`src/rtl/sersh_pkg.sv`:
```
package sersh_pkg;
  typedef enum logic [1:0] {
    RA_CTRL = 2'd0,
    RA_STAT = 2'd1,
    RA_TXD  = 2'd2,
    RA_RXD  = 2'd3
  } reg_addr_e;

  localparam int unsigned CB_START   = 0;
  localparam int unsigned CB_INHIBIT = 1;

  localparam int unsigned SB_BUSY   = 0;
  localparam int unsigned SB_SHEND  = 1;
  localparam int unsigned SB_TXEMP  = 2;
  localparam int unsigned SB_RXFULL = 3;
  localparam int unsigned SB_RXERR  = 4;
endpackage

```
`src/rtl/sersh_sync.sv`:
```
module sersh_sync #(
  parameter int unsigned STAGES = 2
) (
  input  logic clk,
  input  logic rst_n,
  input  logic pin,
  output logic rise,
  output logic fall
);
  logic [STAGES:0] chain;

  always_ff @(posedge clk or negedge rst_n) begin
    if (!rst_n) chain <= '1;
    else        chain <= {chain[STAGES-1:0], pin};
  end

  assign rise = chain[STAGES-1] & ~chain[STAGES];
  assign fall = ~chain[STAGES-1] & chain[STAGES];

  p_edge_gap_r1: assert property (@(posedge clk) disable iff (!rst_n)
    (rise || fall) |=> !(rise || fall));
endmodule

```
`src/rtl/sersh_shifter.sv`:
```
module sersh_shifter #(
  parameter int unsigned FRAME_W = 8
) (
  input  logic               clk,
  input  logic               rst_n,
  input  logic               clear,
  input  logic               run,
  input  logic               rise,
  input  logic               fall,
  input  logic               sdi,
  input  logic [FRAME_W-1:0] tx_word,
  output logic               sdo,
  output logic               frame_done,
  output logic               tx_taken,
  output logic [FRAME_W-1:0] rx_word,
  output logic [FRAME_W-1:0] sh_q
);
  localparam int unsigned CNT_W = $clog2(FRAME_W + 1);
  localparam logic [CNT_W-1:0] LAST = CNT_W'(FRAME_W - 1);

  logic [CNT_W-1:0]   cnt;
  logic [FRAME_W-1:0] txsh;

  function automatic logic [FRAME_W-1:0] shift_in(input logic [FRAME_W-1:0] v, input logic b);
    return {v[FRAME_W-2:0], b};
  endfunction

  function automatic logic [CNT_W-1:0] next_cnt(input logic [CNT_W-1:0] c);
    return (c == LAST) ? '0 : c + 1'b1;
  endfunction

  assign frame_done = run & rise & (cnt == LAST);
  assign tx_taken   = run & fall & (cnt == '0);
  assign rx_word    = shift_in(sh_q, sdi);

  always_ff @(posedge clk or negedge rst_n) begin
    if (!rst_n) begin
      cnt  <= '0;
      sh_q <= '0;
      txsh <= '0;
      sdo  <= 1'b1;
    end else if (clear) begin
      cnt  <= '0;
      sh_q <= '0;
      txsh <= '0;
      sdo  <= 1'b1;
    end else if (run) begin
      if (fall) begin
        if (cnt == '0) begin
          sdo  <= tx_word[FRAME_W-1];
          txsh <= tx_word << 1;
        end else begin
          sdo  <= txsh[FRAME_W-1];
          txsh <= txsh << 1;
        end
      end
      if (rise) begin
        sh_q <= rx_word;
        cnt  <= next_cnt(cnt);
      end
    end
  end

  p_stall_hold_r6: assert property (@(posedge clk) disable iff (!rst_n)
    (!run && !clear) |=> ($stable(sh_q) && $stable(cnt) && $stable(sdo)));
  p_count_wrap_r1: assert property (@(posedge clk) disable iff (!rst_n)
    (frame_done && !clear) |=> (cnt == '0));
endmodule

```
`src/rtl/sersh_regs.sv`:
```
module sersh_regs
  import sersh_pkg::*;
#(
  parameter int unsigned FRAME_W = 8
) (
  input  logic               clk,
  input  logic               rst_n,
  input  logic               host_wr,
  input  logic               host_rd,
  input  logic [1:0]         host_addr,
  input  logic [FRAME_W-1:0] host_wdata,
  output logic [FRAME_W-1:0] host_rdata,
  input  logic               frame_done,
  input  logic               tx_taken,
  input  logic [FRAME_W-1:0] rx_word,
  input  logic [FRAME_W-1:0] sh_q,
  output logic               clear,
  output logic               run,
  output logic [FRAME_W-1:0] tx_word,
  output logic               irq
);
  logic               start_q, busy_q, shend_q, txfull_q, rxfull_q, rxerr_q, phase_q;
  logic [FRAME_W-1:0] txbuf_q, rxbuf_q;
  logic               wr_ctrl, wr_stat, wr_txd, rd_rxd;

  function automatic logic [FRAME_W-1:0] pack_status(
    input logic busy, input logic shend, input logic txemp,
    input logic rxfull, input logic rxerr);
    logic [FRAME_W-1:0] s;
    s            = '0;
    s[SB_BUSY]   = busy;
    s[SB_SHEND]  = shend;
    s[SB_TXEMP]  = txemp;
    s[SB_RXFULL] = rxfull;
    s[SB_RXERR]  = rxerr;
    return s;
  endfunction

  assign wr_ctrl = host_wr & (host_addr == RA_CTRL);
  assign wr_stat = host_wr & (host_addr == RA_STAT);
  assign wr_txd  = host_wr & (host_addr == RA_TXD);
  assign rd_rxd  = host_rd & (host_addr == RA_RXD);
  assign clear   = wr_ctrl & host_wdata[CB_INHIBIT];
  assign run     = busy_q & ~rxerr_q;
  assign tx_word = txfull_q ? txbuf_q : '1;

  always_ff @(posedge clk or negedge rst_n) begin
    if (!rst_n) begin
      start_q <= 1'b0; busy_q <= 1'b0; shend_q <= 1'b0; txfull_q <= 1'b0;
      rxfull_q <= 1'b0; rxerr_q <= 1'b0; phase_q <= 1'b0;
      txbuf_q <= '0; rxbuf_q <= '0; irq <= 1'b0;
    end else if (clear) begin
      start_q <= 1'b0; busy_q <= 1'b0; shend_q <= 1'b0; txfull_q <= 1'b0;
      rxfull_q <= 1'b0; rxerr_q <= 1'b0; phase_q <= 1'b0;
      txbuf_q <= '0; rxbuf_q <= '0; irq <= 1'b0;
    end else begin
      irq <= frame_done;
      if (rd_rxd) begin
        if (rxerr_q) phase_q <= 1'b1;
        else         rxfull_q <= 1'b0;
      end
      if (wr_stat) begin
        if (!host_wdata[SB_SHEND]) shend_q <= 1'b0;
        if (!host_wdata[SB_RXERR] && rxerr_q) begin
          rxerr_q  <= 1'b0;
          rxfull_q <= 1'b0;
          phase_q  <= 1'b0;
        end
      end
      if (frame_done) begin
        shend_q <= 1'b1;
        if (!start_q) busy_q <= 1'b0;
        if (rxfull_q) rxerr_q <= 1'b1;
        else begin
          rxbuf_q  <= rx_word;
          rxfull_q <= 1'b1;
        end
      end
      if (wr_ctrl) begin
        start_q <= host_wdata[CB_START];
        if (host_wdata[CB_START]) busy_q <= 1'b1;
      end
      if (wr_txd) begin
        txbuf_q  <= host_wdata;
        txfull_q <= 1'b1;
      end else if (tx_taken) begin
        txfull_q <= 1'b0;
      end
    end
  end

  always_ff @(posedge clk or negedge rst_n) begin
    if (!rst_n) host_rdata <= '0;
    else if (host_rd) begin
      unique case (reg_addr_e'(host_addr))
        RA_CTRL: host_rdata <= FRAME_W'(start_q);
        RA_STAT: host_rdata <= pack_status(busy_q, shend_q, ~txfull_q, rxfull_q, rxerr_q);
        RA_TXD:  host_rdata <= txbuf_q;
        RA_RXD:  host_rdata <= (rxerr_q && phase_q) ? sh_q : rxbuf_q;
        default: host_rdata <= '0;
      endcase
    end
  end

  p_err_has_full_r4: assert property (@(posedge clk) disable iff (!rst_n)
    rxerr_q |-> rxfull_q);
  p_buf_frozen_r4: assert property (@(posedge clk) disable iff (!rst_n)
    (rxerr_q && !clear) |=> $stable(rxbuf_q));
  p_irq_pulse_r3: assert property (@(posedge clk) disable iff (!rst_n)
    irq |=> !irq);
  p_inhibit_clears_r10: assert property (@(posedge clk) disable iff (!rst_n)
    clear |=> (!busy_q && !start_q && !rxfull_q && !rxerr_q && !txfull_q && !shend_q));
  p_busy_hold_r8: assert property (@(posedge clk) disable iff (!rst_n)
    (busy_q && !frame_done && !clear) |=> busy_q);
  p_err_clear_r7: assert property (@(posedge clk) disable iff (!rst_n)
    (rxerr_q && wr_stat && !host_wdata[SB_RXERR] && !clear) |=> (!rxerr_q && !rxfull_q));
endmodule

```
`src/rtl/sersh_top.sv`:
```
module sersh_top #(
  parameter int unsigned FRAME_W     = 8,
  parameter int unsigned SYNC_STAGES = 2
) (
  input  logic               clk,
  input  logic               rst_n,
  input  logic               sck_in,
  input  logic               sdi,
  output logic               sdo,
  input  logic               host_wr,
  input  logic               host_rd,
  input  logic [1:0]         host_addr,
  input  logic [FRAME_W-1:0] host_wdata,
  output logic [FRAME_W-1:0] host_rdata,
  output logic               irq
);
  logic               sck_rise, sck_fall, clear, run, frame_done, tx_taken;
  logic [FRAME_W-1:0] tx_word, rx_word, sh_q;

  sersh_sync #(.STAGES(SYNC_STAGES)) u_sync (
    .clk(clk), .rst_n(rst_n), .pin(sck_in), .rise(sck_rise), .fall(sck_fall)
  );

  sersh_shifter #(.FRAME_W(FRAME_W)) u_shift (
    .clk(clk), .rst_n(rst_n), .clear(clear), .run(run),
    .rise(sck_rise), .fall(sck_fall), .sdi(sdi), .tx_word(tx_word),
    .sdo(sdo), .frame_done(frame_done), .tx_taken(tx_taken),
    .rx_word(rx_word), .sh_q(sh_q)
  );

  sersh_regs #(.FRAME_W(FRAME_W)) u_regs (
    .clk(clk), .rst_n(rst_n), .host_wr(host_wr), .host_rd(host_rd),
    .host_addr(host_addr), .host_wdata(host_wdata), .host_rdata(host_rdata),
    .frame_done(frame_done), .tx_taken(tx_taken), .rx_word(rx_word),
    .sh_q(sh_q), .clear(clear), .run(run), .tx_word(tx_word), .irq(irq)
  );
endmodule

```
`config.mk`:
```
export PLATFORM = sky130hd
export DESIGN_NAME = sersh_top
export DESIGN_NICKNAME = d
export VERILOG_FILES = /design/src/rtl/sersh_pkg.sv /design/src/rtl/sersh_sync.sv /design/src/rtl/sersh_shifter.sv /design/src/rtl/sersh_regs.sv /design/src/rtl/sersh_top.sv
export SDC_FILE = /design/constraint.sdc
export NUM_CORES = 1
export LEC_CHECK = 0
export BUFFER_PORTS_ARGS = -buffer_cell sky130_fd_sc_hd__buf_2
export CELL_PAD_IN_SITES_DETAIL_PLACEMENT = 0
export CELL_PAD_IN_SITES_GLOBAL_PLACEMENT = 1
export CORE_ASPECT_RATIO = 1.75
export CORE_MARGIN = 2
export CORE_UTILIZATION = 40
export CTS_CLUSTER_DIAMETER = 120
export DETAILED_ROUTE_END_ITERATION = 8
export MAX_ROUTING_LAYER = met4
export PLACE_DENSITY_LB_ADDON = 0.1
export SYNTH_ARGS = -nofsm -noshare
export SYNTH_HDL_FRONTEND = slang
export SYNTH_SLANG_ARGS = --single-unit
```
`constraint.sdc`:
```
create_clock -name clk -period 1.6 [get_ports clk]
set_input_delay 0.16 -clock clk [delete_from_list [all_inputs] [get_ports clk]]
set_output_delay 0.16 -clock clk [all_outputs]
set_load 0.05 [all_outputs]
```
# Word-level counts from Yosys, hierarchy flattened
# Cells that the tools add are included.
dict set report totals {
  inputBits 16
  output_inout_bits 10
  regBits 56
  elab_cells 111
}
dict set report classes {
  reduce_logical 17
  n_addsub 1
  mux 55
  n_bitwise 16
  n_eq_ne 6
}
# op count
set ops {}
lappend ops {{two-way mux 8 bit} 14}
lappend ops {{two-way mux 1 bit} 36}
lappend ops {{case mux 8 bit (4 select lines)} 1}
lappend ops {{two-way mux 4 bit} 4}
lappend ops {{AND 1 bit} 12}
lappend ops {{nonzero test 2 bit} 6}
lappend ops {{AND reduction 2 bit} 4}
lappend ops {{nonzero test 3 bit} 2}
lappend ops {{adder 4 x 1 -> 4 bit, second input constant} 1}
lappend ops {{equality test 2 bit, second input constant} 2}
lappend ops {{equality test 4 x 3 -> 1 bit, second input constant} 1}
lappend ops {{zero test 4 bit} 1}
lappend ops {{inverter 1 bit} 4}
lappend ops {{inequality test 3 x 1 -> 1 bit, second input constant} 1}
lappend ops {{equality test 2 x 1 -> 1 bit, second input constant} 1}
lappend ops {{logical AND 1 bit} 2}
lappend ops {{zero test 2 bit} 1}
lappend ops {{inequality test 2 bit, second input constant} 1}
lappend ops {{zero test 1 bit} 1}

# Depth between registers and ports, before layout
# Gate-level depths: netlist (run 1).
dict set report logic_depth {
  ltp_word 8
  ltp_mapped 6
  mapped_depth_nobuf 5
}

# Hierarchy
# A second synthesis (run 1) with hierarchy kept.
dict set report unflattened {
  cells_unflattened 300
  hier_area_um2 2826.5
}
# mod instances area_each_um2 seq_area_each_um2 cells_per_inst
set modules_own_cells {}
lappend modules_own_cells {sersh_regs 1 1706.6 800.8 179}
lappend modules_own_cells {sersh_shifter 1 1026.0 501.7 116}
lappend modules_own_cells {sersh_sync 1 93.8 78.8 5}

# Least setup slack after synthesis (run 1)
# No wires, ideal clock.
dict set report synth_timing {
  path_kind {register to register}
  startpoint {register u_shift.cnt[0]}
  endpoint {register u_shift.cnt[3]}
  path_buffers 0
  setup_ns 0.074
  path_stages_with_launch 5
  required_ns 1.526
  synth_period_minus_slack_ns 1.480
  slack_ns 0.120
  arrival_ns 1.405
  path_cell_list {dfrtp_1 ha_1 and3b_1 or4_4 a21oi_2}
}
dict set report synth_via {
  elab_chain_len 5
  word_cells_on_any_way 6
  cone_classes {1 x add/sub; 1 x eq/ne; 4 x mux}
}
# element line_no
set synth_rtl {}
lappend synth_rtl {{start: declaration} sersh_shifter.sv:21} ;# logic [CNT_W-1:0] cnt;
lappend synth_rtl {{start signal: assignment} sersh_shifter.sv:59} ;# cnt <= next_cnt(cnt);
lappend synth_rtl {{adder 4 x 1 -> 4 bit / equality test 4 x 3 -> 1 bit (equally long branches)} sersh_shifter.sv:29} ;# return (c == LAST) ? '0 : c + 1'b1;
lappend synth_rtl {{two-way mux 4 bit (*)} sersh_shifter.sv:29}
lappend synth_rtl {{two-way mux 4 bit (*)} sersh_shifter.sv:57} ;# if (rise) begin
lappend synth_rtl {{two-way mux 4 bit (*)} sersh_shifter.sv:47} ;# end else if (run) begin
lappend synth_rtl {{two-way mux 4 bit (*)} sersh_shifter.sv:42} ;# end else if (clear) begin
# Every way passes the cells marked *; elsewhere a longest branch is shown, timed or not. The select of a mux whose other input is x is not followed.
# A chain may end at the register's enable or synchronous reset.

# Final worst setup path (run 1)
# Same ends and word-level chain as after synthesis.

==> results of run 1 <==
power groups by stage:
stage / registers [uW] / logic, uW / clock network (uW)
after global routing: 1990 / 1270 / 1280
final: 1940 / 1130 / 1200
after detailed placement: 1960 / 1110 / 0
after floorplan: 2010 / 648 / 0
after CTS: 1940 / 1120 / 1250
after global placement: 1960 / 1100 / 0
stage by stage:
| step | cell area (um^2) | setup slack, ps |
|---|---|---|
| after global routing | 3210 | -3.13 |
| after detailed placement | 3000 | 28.4 |
| final | 3210 | 58.4 |
| after floorplan | 2690 | 120 |
| after global placement | 3000 | 57.0 |
| after CTS | 3170 | 3.86 |
what timing repair did:
| item | in CTS | in global routing |
|---|---|---|
| hold endpoints to repair | 52 | 0 |
| gates resized for setup | 0 | 7 |
| hold buffers | 2 | 0 |
| endpoints found under the setup margin | 0 | 16 |
cell type report:
type / instances / area [um^2]
fill: 656 / 3330
clock inverter: 1 / 30.0
multi-input combinational: 195 / 1220
clock buffer: 6 / 129
timing repair buffer: 42 / 303
tap: 82 / 103
sequential: 55 / 1380
inverter: 11 / 41.3
kinds of logic (layout without fill, tap and decap cells):
family | Yosys count | count (layout) | synth area share, %
muxes | 19 | 19 | 7.08
and+or+nand+nor | 118 | 118 | 23.4
AOI/OAI and AO/OA | 56 | 56 | 13.1
adders and majority gates | 2 | 2 | 0.931
DFF | 55 | 55 | 51.4
buffers and inverters | 27 | 60 | 4.10
worst paths after layout:
| path | start | endpoint | slack [ps] |
|---|---|---|---|
| setup / recovery | u_shift.cnt[0]$_DFFE_PN0P_ | u_shift.cnt[3]$_DFFE_PN0P_ | 60 |
| hold / removal | host_wdata[5] | u_regs.txbuf_q[5]$_DFFE_PN0P_ | 60 |
| setup reg to reg | u_shift.cnt[0]$_DFFE_PN0P_ | u_shift.cnt[3]$_DFFE_PN0P_ | 60 |
| hold reg to reg | u_sync.chain[0]$_DFF_PN1_ | u_sync.chain[1]$_DFF_PN1_ | 360 |
| max in group asynchronous | rst_n | u_sync.chain[0]$_DFF_PN1_ | 890 |
| min in group asynchronous | rst_n | u_shift.txsh[1]$_DFFE_PN0P_ | 390 |
worst max-delay path, cell delays in order (launching register included):
cell                      delay (ps)
sky130_fd_sc_hd__dfrtp_1         410
sky130_fd_sc_hd__ha_2            210
sky130_fd_sc_hd__and3b_2         230
sky130_fd_sc_hd__or4_4           480
sky130_fd_sc_hd__a21oi_2         140
metal layers:
| layer | up-vias | wire (um) | GRT usage, % | share of wire (%) |
|---|---|---|---|---|
| met2 | 30 | 3570 | 34.3 | 54 |
| met4 | 0 | 136 | 7.48 | 2.1 |
| met1 | 1049 | 2730 | 22.4 | 41 |
| li1 | 1042 | - | - | - |
| met5 | - | 0 | - | 0 |
| met3 | 9 | 168 | 3.61 | 2.5 |
registers in the layout, indices dropped and copies added (netlist names):
register           cells
u_shift.sh_q           8
u_regs.rxbuf_q         8
u_shift.txsh           7
u_shift.cnt            4
u_regs.txfull_q        1
u_sync.chain           3
u_regs.txbuf_q         8
u_regs.shend_q         1
u_regs.rxerr_q         1
u_shift.sdo            1
u_regs.busy_q          1
u_regs.host_rdata      8
u_regs.start_q         1
u_regs.irq             1
u_regs.phase_q         1
u_regs.rxfull_q        1
placed cells by master (no fill, tap or decap), types with 5 or more instances in the layout:
cell type and n:
sky130_fd_sc_hd__nand2_1 54, sky130_fd_sc_hd__dfrtp_1 51, sky130_fd_sc_hd__buf_2 25, sky130_fd_sc_hd__a21oi_1 19, sky130_fd_sc_hd__mux2i_1 19, sky130_fd_sc_hd__nand3_1 17
sky130_fd_sc_hd__nand2b_1 11, sky130_fd_sc_hd__o21ai_0 11, sky130_fd_sc_hd__inv_1 10, sky130_fd_sc_hd__buf_4 10, sky130_fd_sc_hd__nor2_1 7, sky130_fd_sc_hd__a211oi_1 5
sky130_fd_sc_hd__o22ai_1 5, sky130_fd_sc_hd__clkbuf_16 5
==> flow_summary.rst, run 1 <==
.. list-table::
   :header-rows: 1

   * - Metric
     - Value
   * - Count of boundary I/O pins
     - 26
   * - Count of endpoints failing hold in the final timing report
     - 0
   * - Register area share after synthesis
     - 51.4%
   * - Crit path capture type
     - flip-flop
   * - Setup_tns
     - 0 ps
   * - Setup fix buffers added after clock tree synthesis
     - 0
   * - Post-layout nets
     - 328
   * - Number of levels the H-tree was split into
     - 2
   * - Core Rows
     - 39
   * - Commonest cells in the netlist
     - 54 x sky130_fd_sc_hd__nand2_1, 51 x sky130_fd_sc_hd__dfrtp_1, 19 x sky130_fd_sc_hd__a21oi_1, 19 x sky130_fd_sc_hd__mux2i_1, 17 x sky130_fd_sc_hd__nand3_1
   * - Largest buffer count on any clock path
     - 2
   * - Post-route core utilization
     - 49.0%
   * - First-pass detailed-route iteration total
     - 4
   * - Number of warnings reported in the yosys synthesis log
     - 0
   * - Number of vias after detailed routing
     - 2130
   * - Worst Tran Pin Value
     - 436 ps
   * - Clk_skew
     - 5.01 ps
   * - Mapped Nets
     - 295
   * - Initial antenna violation count
     - 0
   * - Total power after layout
     - 4270 uW
   * - Post-Synthesis Cell Area
     - 2690 um^2
   * - Total power density per cell area
     - 1330 nW/um^2
   * - Effective utilization at floorplan
     - 41.1%
   * - Net switching power of the design
     - 1350 uW
   * - Post-route insts no fill
     - 392
   * - Static leakage power
     - 0.00146 uW
   * - Chip width
     - 66.0 um
   * - Tmin final
     - 1540 ps
   * - Vias in the first global route
     - 2158
   * - Violation count after the first detailed-routing iteration
     - 137
   * - Part of the power in combinational logic
     - 26.4%
   * - Type of element launching the critical path
     - flip-flop
   * - Largest cells by area after synthesis
     - sky130_fd_sc_hd__dfrtp_1 48%, sky130_fd_sc_hd__nand2_1 7.5%, sky130_fd_sc_hd__mux2i_1 7.1%, sky130_fd_sc_hd__dfstp_2 3.9%, sky130_fd_sc_hd__a21oi_1 3.5%
   * - Number of standard cells after synthesis
     - 277
   * - Number of storage elements in the synthesis netlist
     - 55
   * - Final hold slack
     - 57.0 ps
   * - Core outline area
     - 6540 um^2
   * - Outcome
     - finished, final reports clean
   * - Async SR Flop Fraction
     - 100%
   * - Routed WL
     - 6600 um
   * - Switching part of the total power
     - 31.6%
   * - Final HPWL from detailed placement
     - 4810 um
   * - Internal portion of total power
     - 2920 uW
   * - Largest area contributor in the synthesized netlist
     - sky130_fd_sc_hd__dfrtp_1
   * - Total routing usage reported by global routing
     - 19.9%
   * - WHS Path Cells
     - 3
   * - Total global routing overflow
     - 0
   * - Root buffer cell
     - sky130_fd_sc_hd__clkbuf_16
   * - Clock tree from TritonCTS
     - yes
   * - Worst-case headroom to the max-slew limit
     - 70.9%
   * - Antenna-violating nets left
     - 0
   * - Maximum number of pins on one net before global-route repair
     - 56
   * - Clk pin slew, worst setup/hold paths
     - 70 ps
   * - Relative contribution of the clock network to total power
     - 28.0%
   * - Relative contribution of sequential cells to total power
     - 45.5%
   * - Yosys top cell area share
     - 47.5%
   * - Remaining routing DRC violations
     - 0
   * - Max Cap Violations
     - 0
   * - Full die area
     - 7410 um^2
   * - Arrival time at the worst endpoint
     - 1770 ps
   * - Average vias per placed instance
     - 5.43
   * - Slew Limit Fails
     - 0
   * - Most used flip-flop cell after synthesis
     - sky130_fd_sc_hd__dfrtp_1
   * - Class of the tightest hold or removal check
     - in2reg
   * - Area added between synthesis and finish
     - 19.4%
   * - Global-route wire length before repair
     - 10900 um
   * - Count of flip-flops with a built-in enable after synthesis
     - 0
   * - Inserted Clock Buffers
     - 5
   * - Worst setup path category
     - reg2reg
   * - Port Buf Inserts
     - 25
   * - Clock latency at the later pin of the worst-skew pair
     - 290 ps
   * - Dpl cells
     - 383
   * - Placer's final routability congestion estimate
     - 0.775
   * - Antenna diodes
     - 0
   * - Timing-limited maximum frequency
     - 649 MHz
   * - Critical path required time
     - 1830 ps
   * - Largest voltage drop on the vdd net
     - 671 uV
   * - Count of clock tree sinks
     - 55
   * - CP max FO
     - 5
   * - Per-cell routed wire length
     - 16.8 um
   * - Library cells used by synthesis
     - 41
   * - Mean Syn Cell Area
     - 9.70 um^2
   * - Share of layout cells above drive strength 1
     - 19.4%
   * - Crit share post-route
     - 96.3%
   * - Cells on worst reg2reg path
     - 4
   * - Most numerous cell in the Yosys netlist
     - sky130_fd_sc_hd__nand2_1
   * - Height of the die
     - 112 um
   * - Final setup violating endpoints
     - 0
No activity file was read; power rests on OpenSTA's default activity.
==> inputs of run 2 (changes only) <==
HOLD_SLACK_MARGIN = 0.06   (was unset)
==> run 2 against run 1 <==
Critical path depth stayed put. Power is 0.13% higher. Non-clock buffer count is 3 higher. Critical endpoint unchanged. Flip-flop and latch count stayed put. Die area stayed put.
==> flow_summary.rst, run 2 (same netlist as run 1, synthesis figures left out) <==
.. list-table::
   :header-rows: 1

   * - Metric
     - Value
   * - Clk pin slew, worst setup/hold paths
     - 70 ps
   * - Worst-case headroom to the max-slew limit
     - 71.1%
   * - Clock latency at the later pin of the worst-skew pair
     - 290 ps
   * - Total routing usage reported by global routing
     - 19.9%
   * - Antenna-violating nets left
     - 0
   * - Final setup violating endpoints
     - 0
   * - Timing-limited maximum frequency
     - 649 MHz
   * - Arrival time at the worst endpoint
     - 1770 ps
   * - Slew Limit Fails
     - 0
   * - Max incr delay on CP
     - 480 ps
   * - Maximum number of pins on one net before global-route repair
     - 56
   * - Family with the most delay on the worst path
     - simple AND/OR/NAND/NOR gates
   * - Number of levels the H-tree was split into
     - 2
   * - Worst hold path endpoint
     - u_regs.txbuf_q[2]$_DFFE_PN0P_
   * - Average vias per placed instance
     - 5.41
   * - WHS Path Cells
     - 3
   * - Crit path capture type
     - flip-flop
   * - Count of endpoints failing hold in the final timing report
     - 0
   * - Met3 track demand over resource in global routing
     - 3.61%
   * - Start point of the worst hold path
     - host_wdata[2]
   * - Height of the die
     - 112 um
   * - Critical path required time
     - 1830 ps
   * - Largest voltage drop on the vdd net
     - 667 uV
   * - Reg2Reg Launch Point
     - u_shift.cnt[0]$_DFFE_PN0P_
   * - Routed WL
     - 6630 um
   * - Most common cell after layout, fill and taps aside
     - sky130_fd_sc_hd__nand2_1
   * - Max Cap Violations
     - 0
   * - CP max FO
     - 5
   * - Post-layout nets
     - 331
   * - Clk_skew
     - 4.82 ps
   * - Share of layout cells above drive strength 1
     - 19.2%
   * - Worst reg2reg endpoint
     - u_shift.cnt[3]$_DFFE_PN0P_
   * - Largest buffer count on any clock path
     - 2
   * - Effective utilization at floorplan
     - 41.1%
   * - Worst slack at placement
     - 28.4 ps
   * - Chip width
     - 66.0 um
   * - Ordered cell list for the critical path
     - ha_2 -> and3b_2 -> or4_4 -> a21oi_2
   * - Setup fix buffers added after clock tree synthesis
     - 0
   * - Clock tree from TritonCTS
     - yes
   * - Slack of the worst reg-to-reg path
     - 60 ps
   * - Buffers plus inverters on the worst setup path
     - 0
   * - Count of clock tree sinks
     - 55
   * - Antenna diodes
     - 0
   * - Global routing usage on met1
     - 22.4%
   * - Met2 layer usage reported by global route
     - 34.5%
   * - Type of element launching the critical path
     - flip-flop
   * - Setup_tns
     - 0 ps
   * - Core Rows
     - 39
   * - Total global routing overflow
     - 0
   * - Placer's final routability congestion estimate
     - 0.775
   * - Total power density per cell area
     - 1320 nW/um^2
   * - Worst setup path category
     - reg2reg
   * - Cells on worst reg2reg path
     - 4
   * - Tmin final
     - 1540 ps
   * - Most frequent cells in the layout
     - 54 x sky130_fd_sc_hd__nand2_1, 51 x sky130_fd_sc_hd__dfrtp_1, 25 x sky130_fd_sc_hd__buf_2
   * - Global route hottest layer
     - met2
   * - Critical-path cell with the highest stage delay
     - sky130_fd_sc_hd__or4_4
   * - Count of boundary I/O pins
     - 26
   * - Full die area
     - 7410 um^2
   * - Inserted Clock Buffers
     - 5
   * - Worst Tran Pin Value
     - 434 ps
   * - Remaining routing DRC violations
     - 0
   * - Port Buf Inserts
     - 25
   * - Global-route wire length before repair
     - 10900 um
   * - Root buffer cell
     - sky130_fd_sc_hd__clkbuf_16
   * - Final HPWL from detailed placement
     - 4810 um
   * - Outcome
     - finished, final reports clean
   * - Class of the tightest hold or removal check
     - in2reg
   * - Static leakage power
     - 0.00147 uW
   * - Core outline area
     - 6540 um^2
   * - Violation count after the first detailed-routing iteration
     - 133
   * - Per-cell routed wire length
     - 16.8 um
   * - First-pass detailed-route iteration total
     - 4
   * - Initial antenna violation count
     - 0
   * - Vias in the first global route
     - 2173
   * - Post-route worst setup slack
     - 58.8 ps
   * - Number of vias after detailed routing
     - 2137
   * - Crit share post-route
     - 96.3%
   * - Area added between synthesis and finish
     - 20.5%
==> run 2: cell count changes in the layout (fill, tap and decap cells not counted) <==
cell                            before  now
sky130_fd_sc_hd__dlygate4sd3_1       2    5
==> run 2: how the worst max path moves through the flow <==
stage	start	endpoint	slack (ps)	depth (start not counted)
6_report	u_shift.cnt[0]$_DFFE_PN0P_	u_shift.cnt[3]$_DFFE_PN0P_	60	4
2_1_floorplan	u_shift.cnt[0]$_DFFE_PN0P_	u_shift.cnt[3]$_DFFE_PN0P_	120	4
3_3_place_gp	u_shift.cnt[0]$_DFFE_PN0P_	u_shift.sdo$_DFFE_PN1P_	60	7
4_1_cts	u_shift.cnt[0]$_DFFE_PN0P_	u_shift.sdo$_DFFE_PN1P_	4	7
5_1_grt	u_shift.cnt[0]$_DFFE_PN0P_	u_shift.cnt[3]$_DFFE_PN0P_	-3	4
3_5_place_dp	u_shift.cnt[0]$_DFFE_PN0P_	u_shift.sdo$_DFFE_PN1P_	30	7
==> run 2: layout make-up <==
type | instances | area [um^2]
inverter | 11 | 41.3
multi-input combinational | 195 | 1220
clock inverter | 1 | 30.0
sequential | 55 | 1380
tap | 82 | 103
fill | 657 | 3300
timing repair buffer | 45 | 333
clock buffer | 6 | 129
==> run 2: through the flow <==
step,instance area [um^2],instances,hold slack (ps),power (uW),utilization [%]
finish,3240,395,72.9,4270,49.5
global route,3240,395,87.0,4540,49.5
CTS,3200,395,65.6,4310,49.0
detailed placement,3000,383,196,3080,45.8
global placement,3000,383,189,3070,45.8
floorplan,2690,277,-136,2650,-
==> run 2: tightest hold or removal path, cell delays in order <==
cell and delay, ps:
sky130_fd_sc_hd__buf_2 80, sky130_fd_sc_hd__nand2_1 40, sky130_fd_sc_hd__nand2_1 50
==> run 2: per-layer routing <==
| metal | wire [um] | share of wire [%] |
|---|---|---|
| met1 | 2700 | 41 |
| met4 | 136 | 2.1 |
| met3 | 172 | 2.6 |
| met2 | 3620 | 55 |
| met5 | 0 | 0 |
==> run 2: report_power, final <==
part / internal (uW) / switching (uW)
clock: 731 / 463
sequential: 1680 / 267
combinational: 515 / 620
total: 2920 / 1350
==> run 2: repair_timing <==
| action | in CTS | in global routing |
|---|---|---|
| endpoints found under the hold margin | 55 | 0 |
| hold buffers | 5 | 0 |
| endpoints found under the setup margin | 0 | 16 |
| resized for setup | 0 | 7 |
